**src/rtl/kbd_pkg.sv**
```systemverilog
package kbd_pkg;
  typedef struct packed {
    logic data_hit;
    logic strb_hit;
  } kbd_sel_t;
endpackage

```
**src/rtl/kbd_addr_dec.sv**
```systemverilog
module kbd_addr_dec
  import kbd_pkg::*;
#(
  parameter int unsigned ADDR_W    = 16,
  parameter int unsigned TAG_W     = 4,
  parameter logic [TAG_W-1:0] WIN_TAG = 4'hC,
  parameter logic [7:0] DATA_OFS   = 8'h00,
  parameter logic [7:0] STRB_OFS   = 8'h10
) (
  input  logic [ADDR_W-1:0] addr_i,
  output kbd_sel_t          sel_o
);
  localparam int unsigned TAG_LSB = ADDR_W - TAG_W;

  logic in_win;
  assign in_win         = (addr_i[ADDR_W-1:TAG_LSB] == WIN_TAG);
  // middle address bits are left undecoded: pages mirror
  assign sel_o.data_hit = in_win && (addr_i[7:0] == DATA_OFS);
  assign sel_o.strb_hit = in_win && (addr_i[7:0] == STRB_OFS);
endmodule

```
**src/rtl/kbd_latch.sv**
```systemverilog
module kbd_latch #(
  parameter int unsigned CODE_W = 7,
  localparam int unsigned DATA_W = CODE_W + 1
) (
  input  logic              clk_i,
  input  logic              rst_ni,
  input  logic              key_vld_i,
  input  logic [CODE_W-1:0] key_code_i,
  input  logic              ack_i,
  output logic [DATA_W-1:0] q_o
);
  logic              ready_q;
  logic [CODE_W-1:0] code_q;

  always_ff @(posedge clk_i or negedge rst_ni) begin
    if (!rst_ni) begin
      ready_q <= 1'b0;
      code_q  <= '0;
    end else if (key_vld_i) begin
      // a new key beats a simultaneous acknowledge
      ready_q <= 1'b1;
      code_q  <= key_code_i;
    end else if (ack_i) begin
      ready_q <= 1'b0;
    end
  end

  assign q_o = {ready_q, code_q};
endmodule

```
**src/rtl/kbd_rd_mux.sv**
```systemverilog
module kbd_rd_mux
  import kbd_pkg::*;
#(
  parameter int unsigned DATA_W = 8
) (
  input  logic              rd_i,
  input  kbd_sel_t          sel_i,
  input  logic [DATA_W-1:0] q_i,
  output logic [DATA_W-1:0] rd_data_o
);
  always_comb begin
    rd_data_o = '0;
    if (rd_i) begin
      if (sel_i.data_hit)      rd_data_o = q_i;
      else if (sel_i.strb_hit) rd_data_o = {1'b0, q_i[DATA_W-2:0]};
    end
  end
endmodule

```
**src/rtl/kbd_strobe_latch.sv**
```systemverilog
module kbd_strobe_latch
  import kbd_pkg::*;
#(
  parameter int unsigned ADDR_W    = 16,
  parameter int unsigned CODE_W    = 7,
  parameter int unsigned TAG_W     = 4,
  parameter logic [TAG_W-1:0] WIN_TAG = 4'hC,
  parameter logic [7:0] DATA_OFS   = 8'h00,
  parameter logic [7:0] STRB_OFS   = 8'h10,
  localparam int unsigned DATA_W   = CODE_W + 1
) (
  input  logic              clk_i,
  input  logic              rst_ni,
  input  logic              key_vld_i,
  input  logic [CODE_W-1:0] key_code_i,
  input  logic [ADDR_W-1:0] addr_i,
  input  logic              rd_i,
  input  logic              wr_i,
  output logic [DATA_W-1:0] rd_data_o
);
  kbd_sel_t          sel;
  logic [DATA_W-1:0] q;
  logic              ack;

  kbd_addr_dec #(
    .ADDR_W(ADDR_W), .TAG_W(TAG_W), .WIN_TAG(WIN_TAG),
    .DATA_OFS(DATA_OFS), .STRB_OFS(STRB_OFS)
  ) u_dec (
    .addr_i(addr_i),
    .sel_o (sel)
  );

  assign ack = (rd_i || wr_i) && sel.strb_hit;

  kbd_latch #(.CODE_W(CODE_W)) u_latch (
    .clk_i     (clk_i),
    .rst_ni    (rst_ni),
    .key_vld_i (key_vld_i),
    .key_code_i(key_code_i),
    .ack_i     (ack),
    .q_o       (q)
  );

  kbd_rd_mux #(.DATA_W(DATA_W)) u_mux (
    .rd_i     (rd_i),
    .sel_i    (sel),
    .q_i      (q),
    .rd_data_o(rd_data_o)
  );
endmodule

```
**config.mk**
```make
export PLATFORM = sky130hd
export DESIGN_NAME = kbd_strobe_latch
export DESIGN_NICKNAME = d
export VERILOG_FILES = /design/src/rtl/kbd_pkg.sv /design/src/rtl/kbd_addr_dec.sv /design/src/rtl/kbd_latch.sv /design/src/rtl/kbd_rd_mux.sv /design/src/rtl/kbd_strobe_latch.sv
export SDC_FILE = /design/constraint.sdc
export NUM_CORES = 1
export LEC_CHECK = 0
export BUFFER_PORTS_ARGS = -buffer_cell sky130_fd_sc_hd__buf_2
export CAP_MARGIN = 20
export CORE_AREA = 2 2 39 41
export DETAILED_ROUTE_END_ITERATION = 12
export DIE_AREA = 0 0 41 43
export PLACE_DENSITY = 0.68
export SYNTH_ARGS = -nofsm -noshare
export SYNTH_HDL_FRONTEND = slang
export SYNTH_SLANG_ARGS = --single-unit
export TNS_END_PERCENT = 5
```
**constraint.sdc**
```tcl
create_clock -name clk_i -period 1.5 [get_ports clk_i]
set_input_delay 0.15 -clock clk_i [delete_from_list [all_inputs] [get_ports clk_i]]
set_output_delay 0.15 -clock clk_i [all_outputs]
set_load 0.01 [all_outputs]
```
---- Yosys cells after proc, flatten, opt, wreduce, memory -nomap -nowiden ----
Cells that the tools add are included.
cells by class
  equality and inequality tests ........... 2
  multiplexer cells ....................... 5
  reduce and logical (&&, ||, !) cells .... 6
operator list
  operator                                       count
  two-way mux 8 bit                              2
  == test 8 x 5 -> 1 bit, second input constant  1
  zero test 8 bit                                1
  two-way mux 7 bit                              1
  == test 4 bit, second input constant           1
  logical AND 1 bit                              3
  two-way mux 1 bit                              2
  nonzero test 2 bit                             1
  logical OR 1 bit                               1
storage, ports and cells
  flip-flop bits (word level) ............. 8
  input bits .............................. 28
  output and inout bits ................... 8
  logic and storage cells ................. 15

---- Longest topological paths before layout ----
Gate-level depths: netlist of run 1.
  depth after elaboration ................. 5
  depth in mapped cells ................... 3
  mapped depth without buffers ............ 3

---- Cells and area by module ----
Synthesis of run 1 repeated with hierarchy kept, for this count alone.
second synthesis, totals
  cells, all modules ...................... 36
  area total of the unflattened synthesis .. 478.0 µm²
modules (own cells, without submodules)
  module            times used  cells each  area each (µm²)  seq. area each (µm²)
  kbd_latch         1           19          336.6            200.2
  kbd_rd_mux        1           10          87.6             0.0
  kbd_addr_dec      1           6           46.3             0.0
  kbd_strobe_latch  1           1           7.5              0.0

---- Worst setup path before layout of run 1 ----
OpenSTA, ideal clock, no wires.
  kind .................................... input-to-output
  start ................................... input addr_i[13]
  end ..................................... output rd_data_o[7]
  arrival time ............................ 0.884 ns
  required time ........................... 1.350 ns
  setup slack ............................. 0.466 ns
  cell stages on the path ................. 3
  buffers on the path ..................... 0
  cells stage by stage .................... nor4_4 > and4_4 > and3b_1
on the way
  longest elaborated chain between the ends .. 4
RTL lines
  element             RTL line                RTL
  start: declaration  kbd_strobe_latch.sv:16  input logic [ADDR_W-1:0] addr_i,
  == test 4 bit       kbd_addr_dec.sv:16      assign in_win = (addr_i[ADDR_W-1:TAG_LSB] == WIN_TAG);
  logical AND 1 bit   kbd_addr_dec.sv:18      assign sel_o.data_hit = in_win && (addr_i[7:0] == DATA_OFS);
  two-way mux 8 bit   kbd_rd_mux.sv:14        if (sel_i.data_hit) rd_data_o = q_i;
  two-way mux 8 bit   kbd_rd_mux.sv:13        if (rd_i) begin
  end: declaration    kbd_strobe_latch.sv:19  output logic [DATA_W-1:0] rd_data_o
No other way between the ends.

---- Final worst setup path of run 1 ----
Same ends and word-level chain as after synthesis.

==> results of run 1 <==
[timing repair]
action / in CTS / in global routing
endpoints found under the setup margin: 0 / 0
hold buffers: 1 / 0
hold endpoints to repair: 8 / 0
setup buffers: 0 / 0
[state kept, by name (all words and copies together), names as in the netlist]
signal	flops
u_latch.code_q	7
u_latch.ready_q	1
[worst paths after layout]
check / end / slack (ns) / depth (start not counted)
max: rd_data_o[7] / 0.22 / 5
min: u_latch.code_q[1] / 0.14 / 2
max reg2reg: u_latch.code_q[3] / 0.77 / 1
min reg2reg: u_latch.code_q[5] / 0.49 / 1
max in group asynchronous: u_latch.code_q[3] / 1.07 / 2
min in group asynchronous: u_latch.code_q[0] / 0.27 / 2
[area by class of cell]
cell class	instances	area [um^2]
Fill cell	136	762.0
Multi-Input combinational cell	23	214.0
Sequential cell	8	200.2
Timing Repair Buffer	32	165.2
Clock buffer	3	22.52
Tap cell	16	20.02
[critical path, stage by stage]
cell     delay (ns)
buf_2          0.11
nor4_4         0.28
and4_4         0.30
and3b_1        0.16
buf_2          0.13
[placed cells by master (no fill, tap or decap), drive strengths merged]
cell type / count
and3b: 1
nor4: 1
clkbuf: 3
and2: 7
nor3: 1
nor4bb: 1
and4: 1
nor2: 2
buf: 31
dlygate4sd3: 1
dfrtp: 8
mux2: 7
and4bb: 1
a31oi: 1
[per-stage QoR]
stage / instances / utilization, % / hold WS [ns] / cell area (um^2) / setup slack [ns]
after detailed placement: 78 / 42.59 / -0.0002210 / 589.3 / 0.2010
after global routing: 82 / 44.94 / 0.1299 / 621.8 / 0.1367
after floorplan: 32 / - / -0.1456 / 419.2 / 0.4663
after CTS: 82 / 44.94 / 0.1345 / 621.8 / 0.2010
after global placement: 78 / 42.59 / -0.0003429 / 589.3 / 0.2054
final: 82 / 44.94 / 0.1406 / 621.8 / 0.2156
[per-layer routing]
metal  up-vias  wire, um
met5         -         0
met1       156       332
met2        28       348
met4         0        14
met3         2       103
li1        190         -
[power by group through the flow]
stage	Clock, W	Combinational, W	Sequential (W)
4_1_cts	0.000159	0.0000696	0.000242
6_report	0.000150	0.0000677	0.000242
3_3_place_gp	0	0.0000656	0.000244
3_5_place_dp	0	0.0000676	0.000246
5_1_grt	0.000172	0.0000751	0.000244
2_1_floorplan	0	0.0000293	0.000244
[kinds of logic (layout without fill, tap and decap cells)]
kind of cell | after synthesis | count (layout) | synth area share (%)
simple gates | 15 | 15 | 30.75
flops | 8 | 8 | 47.76
mux | 7 | 7 | 18.81
compound gates | 1 | 1 | 1.493
buf+inv | 1 | 35 | 1.193
==> summary.txt, run 1 <==
Global route
  – Met1 Use GR: 11.59%
  – GR Util met3: 3.665%
  – Grt ovf: 0
  – Gr busiest metal: met2
  – Largest net degree at the start of global routing: 10
  – Initial antenna violation count: 0
  – Number of global-route vias before repair: 337
  – Met2 usage in global routing: 16.25%
  – GRT Total Usage: 11.04%
  – First-pass GRT wire length: 1262 um

Pwr
  – Final Power: 0.0004594 W
  – Combinational Power Share: 14.7%
  – Sequential share of power: 52.6%
  – Part of the power in the clock network: 32.6%
  – Max IR drop VDD: 0.0003616 V
  – Net Sw Frac: 19.64%
  – Power Dens Cells: 738.8 nW/um^2
  – Internal power: 0.0003692 W
  – Sw power: 0.00009021 W
  – Lkg Pwr: 0.3238 nW

CTS
  – Post-CTS Resized: 0
  – Clock root cell: clkbuf_4
  – Cts bufs inserted: 3
  – Clock transition at path regs: 0.05 ns
  – Later-pin clock latency in the skew report: 0.24 ns
  – Clk sinks: 8
  – Clock buffer depth: 2
  – TritonCTS clock tree: done
  – Htree depth: 1

Run
  – Max-cap viol count: 0

Synthesis
  – Leading area contributor after synthesis: dfrtp_1
  – Mapped Area: 419.2 um^2
  – Mapped Nets: 60
  – Post-synthesis sequential area ratio: 47.76%
  – Post-synth top area share: 47.76%
  – Cells after Synth: 32
  – FF+latch count, synth: 8
  – Synth Flop Type: dfrtp_1
  – Async SR Flop Fraction: 100.0%
  – Synth warn: 0
  – Synth area leaders: dfrtp_1 48%, mux2_2 19%, and2_2 13%, nor4_4 5.1%, and4bb_2 3.0%
  – Post-synthesis cell type count: 12
  – Syn_area_per_cell: 13.10 um^2
  – Most frequent cells after synthesis: 8 x dfrtp_1, 7 x and2_2, 7 x mux2_2
  – Number of synthesized flops with an enable pin: 0
  – Most numerous cell in the Yosys netlist: dfrtp_1

STA
  – Period utilization: 85.63%
  – Maximum clock frequency: 778.6 MHz
  – Slew HR: 83.94%
  – Fin. max-slew vios: 0
  – Worst clock skew: 0 ns
  – Slew at the pin closest to its max-slew limit: 0.2391 ns
  – Final setup fails: 0
  – Final hold viol count: 0
  – Setup TNS: 0 ns
  – RSZ-0062 raised after global routing: no
  – Period minus WS final: 1.284 ns

Worst setup path
  – Worst setup EP type: primary output
  – Worst Setup SP: addr_i[13]
  – CP arrival: 1.13 ns
  – CP Max Fanout: 8
  – Startpoint Class: primary input
  – Crit path kind: in2out
  – Critical path required time: 1.35 ns
  – R2R Path Start: u_latch.code_q[3]

Place
  – GPL Wtd Cong: 0.6436
  – PortBufs: 31

Die
  – Total die area: 1763 um^2
  – Core footprint: 1384 um^2
  – # rows: 14
  – Die X: 41 um
  – Die Y-Extent: 43 um
  – Top Ports: 36
  – Initial Util: 30.29%

Detailed routing
  – Vias post-DR: 376
  – Drt total wl: 799 um
  – WL/cell: 9.744 um
  – Drt drc: 0
  – Antenna-violating nets left: 0
  – First-iteration detailed-routing DRC count: 2
  – 1st-pass router iterations: 2
  – Via density: 4.585

Min path
  – Hold Crit Start: key_code_i[1]
  – Hold Path Class: in2reg

Cells and area
  – Share of layout cells above drive strength 1: 77.27%
  – Synthesis-to-layout area growth: 48.36%
  – Antenna Cells: 0
  – Nets: 96

Run status
  – Outcome: complete, no violations
Power figures use the tool's default switching activity.
==> run 2: changes to the inputs <==
- BUFFER_PORTS_ARGS: -buffer_cell sky130_fd_sc_hd__buf_2 -> not set
- DONT_BUFFER_PORTS: not set -> 1
- PLACE_DENSITY: 0.68 -> not set
==> summary.txt, run 2 (synthesis results as in run 1) <==
Global route
  – Met2 usage in global routing: 20.31%
  – GRT Total Usage: 12.45%
  – First-pass GRT wire length: 1386 um
  – Met1 Use GR: 10.89%
  – Initial antenna violation count: 0
  – GR Util met3: 6.806%
  – Gr busiest metal: met2
  – Largest net degree at the start of global routing: 10
  – Grt ovf: 0
  – Number of global-route vias before repair: 337

Cells and area
  – Top flop regs: u_latch.code_q x7, u_latch.ready_q x1
  – Max reg flops: 7
  – Nets: 65
  – Most frequent cells in the layout: 8 x dfrtp_1, 7 x and2_2, 7 x mux2_2
  – Antenna Cells: 0
  – Layout Utilization: 33.73%
  – Synthesis-to-layout area growth: 11.34%
  – Most common cell after layout, fill and taps aside: dfrtp_1
  – FILL cells: 150
  – Share of layout cells above drive strength 1: 57.14%
  – Top reg by flops: u_latch.code_q

Pwr
  – Power Dens Cells: 931.8 nW/um^2
  – Max IR drop VDD: 0.0002706 V
  – Final Power: 0.0004349 W
  – Lkg Pwr: 0.1885 nW

Run status
  – Outcome: complete, no violations

CTS
  – TritonCTS clock tree: done
  – Clock buffer depth: 2
  – Clock root cell: clkbuf_4
  – Setup bufs post-CTS: 0
  – Clk sinks: 8
  – Post-CTS Resized: 0
  – CTS Hold Bufs: 1
  – Clock transition at path regs: 0.05 ns
  – Later-pin clock latency in the skew report: 0.24 ns
  – Cts bufs inserted: 3
  – Htree depth: 1

Detailed routing
  – Via density: 5.353
  – Vias post-DR: 273
  – First-iteration detailed-routing DRC count: 0
  – WL/cell: 16.51 um
  – Drt drc: 0
  – 1st-pass router iterations: 1
  – Drt total wl: 842 um
  – Antenna-violating nets left: 0

Place
  – Dpl hpwl: 714 um
  – Dpl ws: 0.3844 ns
  – PortBufs: 0
  – GPL Wtd Cong: 0.6060

Min path
  – Hold EP: u_latch.code_q[4]
  – Hold Crit Start: key_code_i[4]
  – Hold depth: 1
  – Hold Path Class: in2reg

Worst setup path
  – Crit-path leading delay family: simple AND/OR/NAND/NOR gates
  – Worst R2R End: u_latch.code_q[1]
  – Worst stage delay on the critical path: 0.30 ns
  – Critical path required time: 1.35 ns
  – CP arrival: 0.95 ns
  – Cells on worst reg2reg path: 1
  – CP Max Fanout: 8
  – Critical Path Slowest Stage Cell: and4_4
  – Crit path kind: in2out
  – R2R Path Start: u_latch.code_q[1]
  – Startpoint Class: primary input
  – Buf/Inv on CP: 0
  – Reg2Reg Setup Slack: 0.74 ns
  – Worst setup EP type: primary output
  – CP cell instances: nor4_4 -> and4_4 -> and3b_1

Die
  – Die Y-Extent: 43 um
  – Top Ports: 36
  – Total die area: 1763 um^2
  – Initial Util: 30.29%
  – # rows: 14
  – Core footprint: 1384 um^2
  – Die X: 41 um

STA
  – Maximum clock frequency: 906.6 MHz
  – Period utilization: 73.53%
  – WHS: 0.05356 ns
  – Final WS setup: 0.3970 ns
  – Slew HR: 76.64%
  – Slew at the pin closest to its max-slew limit: 0.3493 ns
  – Final hold viol count: 0
  – Fin. max-slew vios: 0
  – Setup TNS: 0 ns
  – Worst clock skew: 0 ns
  – RSZ-0062 raised after global routing: no
  – Final setup fails: 0
  – Period minus WS final: 1.103 ns

Run
  – Max-cap viol count: 0
-- run 2: changes by cell type in the layout (fill, tap and decap cells not counted) --
cell,change
buf_2,-31
-- run 2: metal layers --
metal | share of wire (%) | wire length, um | vias to the layer above
met5 | 0 | 0 | -
met4 | 0 | 0 | 0
met3 | 13 | 110 | 0
met2 | 54 | 454 | 23
met1 | 33 | 277 | 127
li1 | - | - | 123
-- run 2: metrics by stage --
stage | area, um^2 | std cells
6_report | 466.7 | 51
5_1_grt | 466.7 | 51
4_1_cts | 466.7 | 51
3_5_place_dp | 434.2 | 47
3_3_place_gp | 434.2 | 47
2_1_floorplan | 419.2 | 32
-- run 2: power breakdown --
group | internal, W | leakage [nW] | switching, W | total [W]
sequential | 0.000235 | 0.0906 | 0.00000769 | 0.000243
clock | 0.0000912 | 0.0138 | 0.0000676 | 0.000159
combinational | 0.0000232 | 0.0841 | 0.0000102 | 0.0000335
total | 0.000349 | 0.188 | 0.0000855 | 0.000435
-- run 2: final cells by class --
class                   instances  area [um^2]  area share [%]
repair buffers                  1        10.01           2.145
flip-flops and latches          8        200.2           42.90
clock buffers                   3        22.52           4.826
well taps                      16        20.02           4.290
multi-input cells              23        214.0           45.84
-- run 2: worst max-delay path by stage --
| stage | from | end | slack, ns | depth (start not counted) |
|---|---|---|---|---|
| 3_5_place_dp | addr_i[5] | rd_data_o[7] | 0.38 | 3 |
| 4_1_cts | addr_i[5] | rd_data_o[7] | 0.38 | 3 |
| 5_1_grt | addr_i[13] | rd_data_o[7] | 0.33 | 3 |
| 6_report | addr_i[13] | rd_data_o[7] | 0.40 | 3 |
| 2_1_floorplan | addr_i[13] | rd_data_o[7] | 0.47 | 3 |
| 3_3_place_gp | addr_i[13] | rd_data_o[7] | 0.40 | 3 |
